===== config.mk =====
export PLATFORM = sky130hd
export DESIGN_NAME = regprot_wrap
export DESIGN_NICKNAME = d
export VERILOG_FILES = /design/src/rtl/regprot_pkg.sv /design/src/rtl/regprot_rstsync.sv /design/src/rtl/regprot_decode.sv /design/src/rtl/regprot_lockbank.sv /design/src/rtl/regprot_resp.sv /design/src/rtl/regprot_wrap.sv
export SDC_FILE = /design/constraint.sdc
export NUM_CORES = 1
export LEC_CHECK = 0
export BUFFER_PORTS_ARGS = -buffer_cell sky130_fd_sc_hd__buf_4
export CORE_ASPECT_RATIO = 1.25
export CORE_MARGIN = 2
export CORE_UTILIZATION = 52
export DETAILED_ROUTE_END_ITERATION = 8
export HOLD_SLACK_MARGIN = 0.03
export PLACE_DENSITY = 0.92
export SLEW_MARGIN = 20
export SYNTH_ARGS = -nofsm -noshare
export SYNTH_HDL_FRONTEND = slang
export SYNTH_SLANG_ARGS = --single-unit

===== constraint.sdc =====
create_clock -name clk -period 3.6 [get_ports clk]
set_input_delay 0.72 -clock clk [delete_from_list [all_inputs] [get_ports clk]]
set_output_delay 0.72 -clock clk [all_outputs]
set_load 0.005 [all_outputs]

===== src/rtl/regprot_pkg.sv =====
package regprot_pkg;

  localparam int unsigned WIN_AW   = 14;
  localparam int unsigned BUS_DW   = 32;
  localparam int unsigned LANES    = BUS_DW / 8;
  localparam int unsigned RWORD_W  = 11;
  localparam int unsigned LWORD_W  = 9;
  localparam int unsigned CWORD_W  = 7;

  typedef enum logic [2:0] {
    RG_DIRECT,
    RG_HOLE,
    RG_MIRROR,
    RG_LOCK,
    RG_CFG
  } region_e;

  function automatic region_e classify(input logic [WIN_AW-1:0] a);
    region_e r;
    if (!a[13]) begin
      r = (a[12:11] == 2'b11) ? RG_HOLE : RG_DIRECT;
    end else if (a[12:11] != 2'b11) begin
      r = RG_MIRROR;
    end else if (a[10:9] == 2'b11) begin
      r = RG_CFG;
    end else begin
      r = RG_LOCK;
    end
    return r;
  endfunction

endpackage


===== src/rtl/regprot_rstsync.sv =====
module regprot_rstsync (
  input  logic clk,
  input  logic rst_n,
  output logic rst_sync_n
);

  logic [1:0] stage_q;

  always_ff @(posedge clk or negedge rst_n) begin
    if (!rst_n) begin
      stage_q <= 2'b00;
    end else begin
      stage_q <= {stage_q[0], 1'b1};
    end
  end

  assign rst_sync_n = stage_q[1];

endmodule


===== src/rtl/regprot_decode.sv =====
module regprot_decode
  import regprot_pkg::*;
(
  input  logic [WIN_AW-1:0]  addr,
  output region_e            region,
  output logic [RWORD_W-1:0] reg_word,
  output logic [LWORD_W-1:0] lock_word,
  output logic [CWORD_W-1:0] cfg_word
);

  always_comb begin
    region    = classify(addr);
    reg_word  = addr[12:2];
    lock_word = addr[10:2];
    cfg_word  = addr[8:2];
  end

endmodule


===== src/rtl/regprot_lockbank.sv =====
module regprot_lockbank
  import regprot_pkg::*;
#(
  parameter int unsigned               NUM_LOCK_WORDS = 16,
  parameter logic [4*NUM_LOCK_WORDS-1:0] LOCK_MASK    = '1
) (
  input  logic               clk,
  input  logic               rst_n,
  input  logic [RWORD_W-1:0] look_word,
  output logic [LANES-1:0]   look_lanes,
  input  logic               set_en,
  input  logic [RWORD_W-1:0] set_word,
  input  logic [LANES-1:0]   set_be,
  input  logic               lw_en,
  input  logic [LWORD_W-1:0] lw_word,
  input  logic [LANES-1:0]   lw_be,
  input  logic [BUS_DW-1:0]  lw_data,
  output logic [BUS_DW-1:0]  lr_data,
  input  logic               hard_set,
  output logic               hard_q
);

  localparam int unsigned NBITS = 4 * NUM_LOCK_WORDS;

  logic [NBITS-1:0] lk_q;
  logic             hard_d;
  logic             lw_allowed;

  assign lw_allowed = lw_en && !hard_q;

  // one flop per implemented lock bit; masked-out bits are constant zero
  for (genvar b = 0; b < NBITS; b++) begin : g_bit
    localparam int unsigned RW    = b / 4;
    localparam int unsigned LN    = b % 4;
    localparam int unsigned LWORD = RW / 4;
    localparam int unsigned LLANE = RW % 4;
    if (LOCK_MASK[b]) begin : g_impl
      logic hit_lw;
      logic hit_set;
      logic bit_en;
      logic bit_d;
      logic bit_q;

      always_comb begin
        hit_lw  = lw_allowed && (lw_word == LWORD_W'(LWORD)) && lw_be[LLANE];
        hit_set = set_en && (set_word == RWORD_W'(RW)) && set_be[LN];
        bit_en  = hit_lw || hit_set;
        bit_d   = hit_lw ? lw_data[8*LLANE+LN] : 1'b1;
      end

      always_ff @(posedge clk or negedge rst_n) begin
        if (!rst_n) begin
          bit_q <= 1'b0;
        end else if (bit_en) begin
          bit_q <= bit_d;
        end
      end

      assign lk_q[b] = bit_q;
    end else begin : g_none
      assign lk_q[b] = 1'b0;
    end
  end

  always_comb begin
    look_lanes = '0;
    for (int w = 0; w < int'(NUM_LOCK_WORDS); w++) begin
      if (look_word == RWORD_W'(w)) begin
        look_lanes = lk_q[4*w +: 4];
      end
    end
  end

  always_comb begin
    lr_data = '0;
    for (int j = 0; j < int'(LANES); j++) begin
      for (int w = 0; w < int'(NUM_LOCK_WORDS); w++) begin
        if ({lw_word, 2'(j)} == RWORD_W'(w)) begin
          lr_data[8*j +: 4] = lk_q[4*w +: 4];
        end
      end
    end
  end

  always_comb begin
    hard_d = hard_q || hard_set;
  end

  always_ff @(posedge clk or negedge rst_n) begin
    if (!rst_n) begin
      hard_q <= 1'b0;
    end else begin
      hard_q <= hard_d;
    end
  end

  logic unused_lw_hi;
  assign unused_lw_hi = ^{lw_data[31:28], lw_data[23:20], lw_data[15:12], lw_data[7:4]};

  // hard lock never drops once set
  a_r8_hard_sticky: assert property (@(posedge clk) disable iff (!rst_n)
    hard_q |=> hard_q);

  // no lock bit falls while the hard lock holds
  a_r9_no_clear_when_hard: assert property (@(posedge clk) disable iff (!rst_n)
    hard_q |=> (($past(lk_q) & ~lk_q) == '0));

  // a mirror write never clears a lock bit
  a_r4_mirror_only_sets: assert property (@(posedge clk) disable iff (!rst_n)
    (set_en && !lw_en) |=> (($past(lk_q) & ~lk_q) == '0));

endmodule


===== src/rtl/regprot_resp.sv =====
module regprot_resp
  import regprot_pkg::*;
(
  input  logic              clk,
  input  logic              rst_n,
  input  logic              req_valid,
  input  logic              err_d,
  input  logic              sel_rf_d,
  input  logic [BUS_DW-1:0] loc_d,
  input  logic [BUS_DW-1:0] rf_rdata,
  output logic              rsp_valid,
  output logic              rsp_err,
  output logic [BUS_DW-1:0] rsp_rdata
);

  logic              valid_q;
  logic              err_q;
  logic              sel_rf_q;
  logic [BUS_DW-1:0] loc_q;
  logic              err_n;
  logic              sel_rf_n;
  logic [BUS_DW-1:0] loc_n;

  always_comb begin
    err_n    = err_d;
    sel_rf_n = sel_rf_d;
    loc_n    = err_d ? '0 : loc_d;
  end

  always_ff @(posedge clk or negedge rst_n) begin
    if (!rst_n) begin
      valid_q <= 1'b0;
    end else begin
      valid_q <= req_valid;
    end
  end

  always_ff @(posedge clk or negedge rst_n) begin
    if (!rst_n) begin
      err_q    <= 1'b0;
      sel_rf_q <= 1'b0;
      loc_q    <= '0;
    end else if (req_valid) begin
      err_q    <= err_n;
      sel_rf_q <= sel_rf_n;
      loc_q    <= loc_n;
    end
  end

  assign rsp_valid = valid_q;
  assign rsp_err   = valid_q && err_q;
  assign rsp_rdata = !valid_q ? '0 : (sel_rf_q ? rf_rdata : loc_q);

  // one response for each request, one cycle later
  a_r1_rsp_follows_req: assert property (@(posedge clk) disable iff (!rst_n)
    req_valid |=> rsp_valid);

  a_r1_no_spurious_rsp: assert property (@(posedge clk) disable iff (!rst_n)
    !req_valid |=> !rsp_valid);

endmodule


===== src/rtl/regprot_wrap.sv =====
module regprot_wrap
  import regprot_pkg::*;
#(
  parameter int unsigned                 NUM_LOCK_WORDS = 16,
  parameter logic [4*NUM_LOCK_WORDS-1:0] LOCK_MASK      = 64'hF0FF_3FFF_0FF7_FFFE
) (
  input  logic               clk,
  input  logic               rst_n,
  input  logic               req_valid,
  input  logic [13:0]        req_addr,
  input  logic               req_we,
  input  logic [3:0]         req_be,
  input  logic [31:0]        req_wdata,
  output logic               rsp_valid,
  output logic               rsp_err,
  output logic [31:0]        rsp_rdata,
  output logic               rf_req,
  output logic               rf_we,
  output logic [10:0]        rf_word,
  output logic [3:0]         rf_be,
  output logic [31:0]        rf_wdata,
  input  logic [31:0]        rf_rdata
);

  logic               rst_sync_n;
  region_e            region;
  logic [RWORD_W-1:0] reg_word;
  logic [LWORD_W-1:0] lock_word;
  logic [CWORD_W-1:0] cfg_word;
  logic [LANES-1:0]   look_lanes;
  logic [LANES-1:0]   drop;
  logic [BUS_DW-1:0]  lr_data;
  logic               hard_q;
  logic               is_reg;
  logic               set_en;
  logic               lw_en;
  logic               hard_set;
  logic               err_d;
  logic               sel_rf_d;
  logic [BUS_DW-1:0]  loc_d;

  regprot_rstsync u_rstsync (
    .clk        (clk),
    .rst_n      (rst_n),
    .rst_sync_n (rst_sync_n)
  );

  regprot_decode u_decode (
    .addr      (req_addr),
    .region    (region),
    .reg_word  (reg_word),
    .lock_word (lock_word),
    .cfg_word  (cfg_word)
  );

  always_comb begin
    is_reg   = (region == RG_DIRECT) || (region == RG_MIRROR);
    drop     = req_we ? (req_be & look_lanes) : '0;
    set_en   = req_valid && req_we && (region == RG_MIRROR);
    lw_en    = req_valid && req_we && (region == RG_LOCK);
    hard_set = req_valid && req_we && (region == RG_CFG) && (cfg_word == '0)
               && req_be[0] && req_wdata[0];
    err_d    = (region == RG_HOLE) || (is_reg && (drop != '0))
               || ((region == RG_LOCK) && req_we && hard_q);
    sel_rf_d = is_reg && !req_we;
    loc_d    = '0;
    if (!req_we) begin
      if (region == RG_LOCK) begin
        loc_d = lr_data;
      end else if ((region == RG_CFG) && (cfg_word == '0)) begin
        loc_d = {{(BUS_DW-1){1'b0}}, hard_q};
      end
    end
  end

  regprot_lockbank #(
    .NUM_LOCK_WORDS (NUM_LOCK_WORDS),
    .LOCK_MASK      (LOCK_MASK)
  ) u_lockbank (
    .clk        (clk),
    .rst_n      (rst_sync_n),
    .look_word  (reg_word),
    .look_lanes (look_lanes),
    .set_en     (set_en),
    .set_word   (reg_word),
    .set_be     (req_be & ~drop),
    .lw_en      (lw_en),
    .lw_word    (lock_word),
    .lw_be      (req_be),
    .lw_data    (req_wdata),
    .lr_data    (lr_data),
    .hard_set   (hard_set),
    .hard_q     (hard_q)
  );

  regprot_resp u_resp (
    .clk       (clk),
    .rst_n     (rst_sync_n),
    .req_valid (req_valid),
    .err_d     (err_d),
    .sel_rf_d  (sel_rf_d),
    .loc_d     (loc_d),
    .rf_rdata  (rf_rdata),
    .rsp_valid (rsp_valid),
    .rsp_err   (rsp_err),
    .rsp_rdata (rsp_rdata)
  );

  assign rf_req   = req_valid && is_reg;
  assign rf_we    = req_we;
  assign rf_word  = reg_word;
  assign rf_be    = req_be & ~drop;
  assign rf_wdata = req_wdata;

  logic unused_addr_lo;
  assign unused_addr_lo = ^req_addr[1:0];

  // the reserved hole never reaches the register file
  a_r2_hole_no_rf: assert property (@(posedge clk) disable iff (!rst_sync_n)
    (req_valid && (req_addr >= 14'h1800) && (req_addr < 14'h2000)) |-> !rf_req);

  // the reserved hole always answers with an error
  a_r2_hole_err: assert property (@(posedge clk) disable iff (!rst_sync_n)
    (req_valid && (req_addr >= 14'h1800) && (req_addr < 14'h2000)) |=> rsp_err);

  // reads carry every requested lane to the register file
  a_r6_read_lanes_kept: assert property (@(posedge clk) disable iff (!rst_sync_n)
    (rf_req && !rf_we) |-> (rf_be == req_be));

  // any lane removed from a write is reported next cycle
  a_r5_drop_reported: assert property (@(posedge clk) disable iff (!rst_sync_n)
    (rf_req && rf_we && (rf_be != req_be)) |=> rsp_err);

endmodule


==> impl_metrics.csv <==
group,metric,value,unit
yosys,yosys.area.top_type_share,35.1,%
place,numPortBuffers,134,
route,vias_per_cell,6.48,
layout,final_cells,835,
power_and_ir_drop,power,2.06,mW
clock_network,clock_latency,0.34,ns
route,drt_iter0_markers,576,
setup_path,slowest_stage,"or4_1",
yosys,async_flop_share,100,%
yosys,syn_inst,614,
grt,grt_pass1_vias,5245,
clock_network,cts.clk_slew.worst_paths,0.05,ns
power_and_ir_drop,ir_drop,0.244,mV
clock_network,numCtsBuffers,9,
route,antenna_left,0,
route,drcViolationCount,0,
route,avgRoutedWirePerCell,23.5,um
setup_path,critPathTopFamily,"simple AND/OR/NAND/NOR gates",
layout,syn_to_final_growth,22.5,%
clock_network,cts_sinks,74,
power_and_ir_drop,leakagePower,2.98,nW
grt,grt_usage,35.7,%
setup_path,startpoint_type,"input pin",
yosys,synth-seq-cells,74,
place,place_area,6160,um2
setup_path,cp_common_cell,"buf_4",
timing,slew_violations,0,
outcome,outcome,"finished, final reports clean",
route,vias,5408,
timing,rsz0062_at_grt,"no",
layout,antennaDiodeCount,0,
grt,grt_max_degree,35,
die,fp.dieW,94.1,um
layout,seq_area,1850,um2
yosys,synth_edf_count,0,
place,post-place-cells,819,
clock_network,post_cts_buffers,0,
yosys,syn_area,5280,um2
clock_network,clock_path_buffers,2,
timing,worst_pin_slew,1.08,ns
setup_path,r2r_start,"u_lockbank.g_bit[13].g_impl.bit_q$_DFFE_PN0P_",
yosys,yosysMostFrequentCell,"dfrtp_1",
timing,setup_viol,0,
clock_network,ctsResizeCount,0,
setup_path,cp_cell_sequence,"buf_4 > or4_1 > or2_0 > or3_1 > a31oi_1 > nor2b_1 > buf_4",
yosys,avgSynthCellArea,8.59,um2
timing,relSlewSlack,27.8,%
layout,fillers,838,
grt,grt_antenna_before_repair,0,
timing,hold_viol_final,0,
die,coreArea,10000,um2
setup_path,arrival,2.76,ns
setup_path,path_class,"in -> out",
place,dp_hpwl,14800,um
die,die-area,11000,um2
grt,grt-ovfl-total,0,
layout,multi_input_area,2760,um2
setup_path,worst_setup_path_end_kind,"output port",
clock_network,hold_buffers,0,
yosys,yosys-top-cells-count,"dfrtp_1, buf_4, a21oi_1, mux2i_1, nor2_1",
die,start_util,52.7,%
layout,drive_above_1_share,28.2,%
grt,grt_pass1_wl,29000,um
setup_path,cp.buffers_inverters,2,
yosys,synth-main-ff-cell,"dfrtp_1",
die,io_pins,169,
layout,nets,787,
timing,finClkSkew,0.00840,ns
setup_path,crit_fanout,8,
yosys,syn_nets,700,
clock_network,tritoncts,"built",
setup_path,r2r_slack,1.35,ns
clock_network,h-tree-depth,3,
layout,fin_area,6460,um2
die,rows,41,
power_and_ir_drop,cellPowerDensity,319,nW/um2
timing,setup_tns,0,ns
yosys,synth.distinct_cells,65,
timing,finalCriticalPeriod,3.48,ns
run,drv_cap,0,
yosys,ys_top_cells_by_area,"dfrtp_1, mux2i_1, buf_4, a21oi_1, nor2b_1",
timing,period_share,96.6,%
min_path,hold_class,"in -> async",
yosys,yosys_warnings,0,
route,drtPass1Iterations,6,
place,gp_routability_congestion,0.990,
die,die_height,117,um
timing,fmax,0.288,GHz
yosys,yosysTopAreaCell,"dfrtp_1",
yosys,ys_seq_area_share,35.1,%
setup_path,required,2.88,ns
setup_path,cpPeakStageDelay,0.68,ns
setup_path,timing.rr.end,"u_lockbank.g_bit[17].g_impl.bit_q$_DFFE_PN0P_",
setup_path,reg2reg_depth,7,
route,drt_wl_total,19600,um
clock_network,clockRootBuffer,"clkbuf_16",
[sequential cells by signal (all words and copies together), names as in the netlist]
name	cells
u_lockbank.g_bit.g_impl.bit_q	52
u_lockbank.hard_q	1
u_resp.err_q	1
u_resp.loc_q	16
u_resp.rsp_valid	1
u_resp.sel_rf_q	1
u_rstsync.stage_q	2
[cell families (layout without fill, tap and decap cells)]
family          count (synthesis)  count (layout)  synth area share (%)
flops                          74              74                  35.1
buf+inv                       124             216                  12.5
mux                            49              49                  9.65
simple gates                  187             187                  19.9
xor+xnor                        1               1                 0.166
other cells                     1               1                0.0711
compound gates                178             178                  22.6
[power breakdown]
group	internal, mW	total (mW)	switching, mW
Combinational	0.143	0.291	0.148
Sequential	0.837	0.858	0.0207
Clock	0.570	0.911	0.340
Total	1.55	2.06	0.509
[layout by cell type (no fill, tap or decap), types with 11 or more instances in the layout]
cell type	count
o31ai_1	12
buf_4	163
or3_1	11
mux2i_1	43
nor3_1	12
inv_1	35
a31oi_1	17
nor2_1	37
nand2_1	28
nor2b_1	23
o21ai_0	24
a21oi_1	43
dfrtp_1	73
and3_1	18
o22ai_1	16
[final cells by class]
| class | instances | share of cell area [%] |
|---|---|---|
| Sequential cell | 74 | 28.7 |
| Inverter | 36 | 2.09 |
| Timing Repair Buffer | 164 | 19.2 |
| Clock buffer | 11 | 3.91 |
| Clock inverter | 5 | 0.813 |
| Tap cell | 129 | 2.50 |
| Multi-Input combinational cell | 416 | 42.8 |
[metal layers]
layer / vias to the layer above / track usage (%) / share of wire [%]
met5: - / 0 / 0
met4: 0 / 19.3 / 6.1
met3: 106 / 9.48 / 10
met2: 370 / 59.7 / 48
met1: 2538 / 42.0 / 36
li1: 2394 / - / -
[worst register-to-register path, cell delays in order (launching register included)]
cell and delay (ns):
dfrtp_1 0.41, mux2_2 0.30, mux4_2 0.47, a32oi_1 0.19
o22a_1 0.20, o21ai_1 0.12, buf_4 0.23, o31ai_1 0.24
[metrics by stage]
stage / hold slack [ns] / utilization [%] / setup slack (ns)
after floorplan: 0.331 / - / 0.409
after global placement: 0.185 / 61.5 / 0.175
after detailed placement: 0.196 / 61.5 / 0.169
after CTS: 0.146 / 64.6 / 0.175
after global routing: 0.146 / 64.6 / 0.0224
final: 0.158 / 64.6 / 0.124
[how the worst max path moves through the flow]
stage,start,end,cells after the start
floorplan,req_addr[7],rf_be[3],8
global placement,req_addr[11],rf_be[2],7
detailed placement,req_addr[11],rf_be[2],7
CTS,req_addr[11],rf_be[2],7
global route,req_addr[7],rf_be[3],9
finish,req_addr[11],rf_be[2],7
Power figures use the tool's default switching activity.
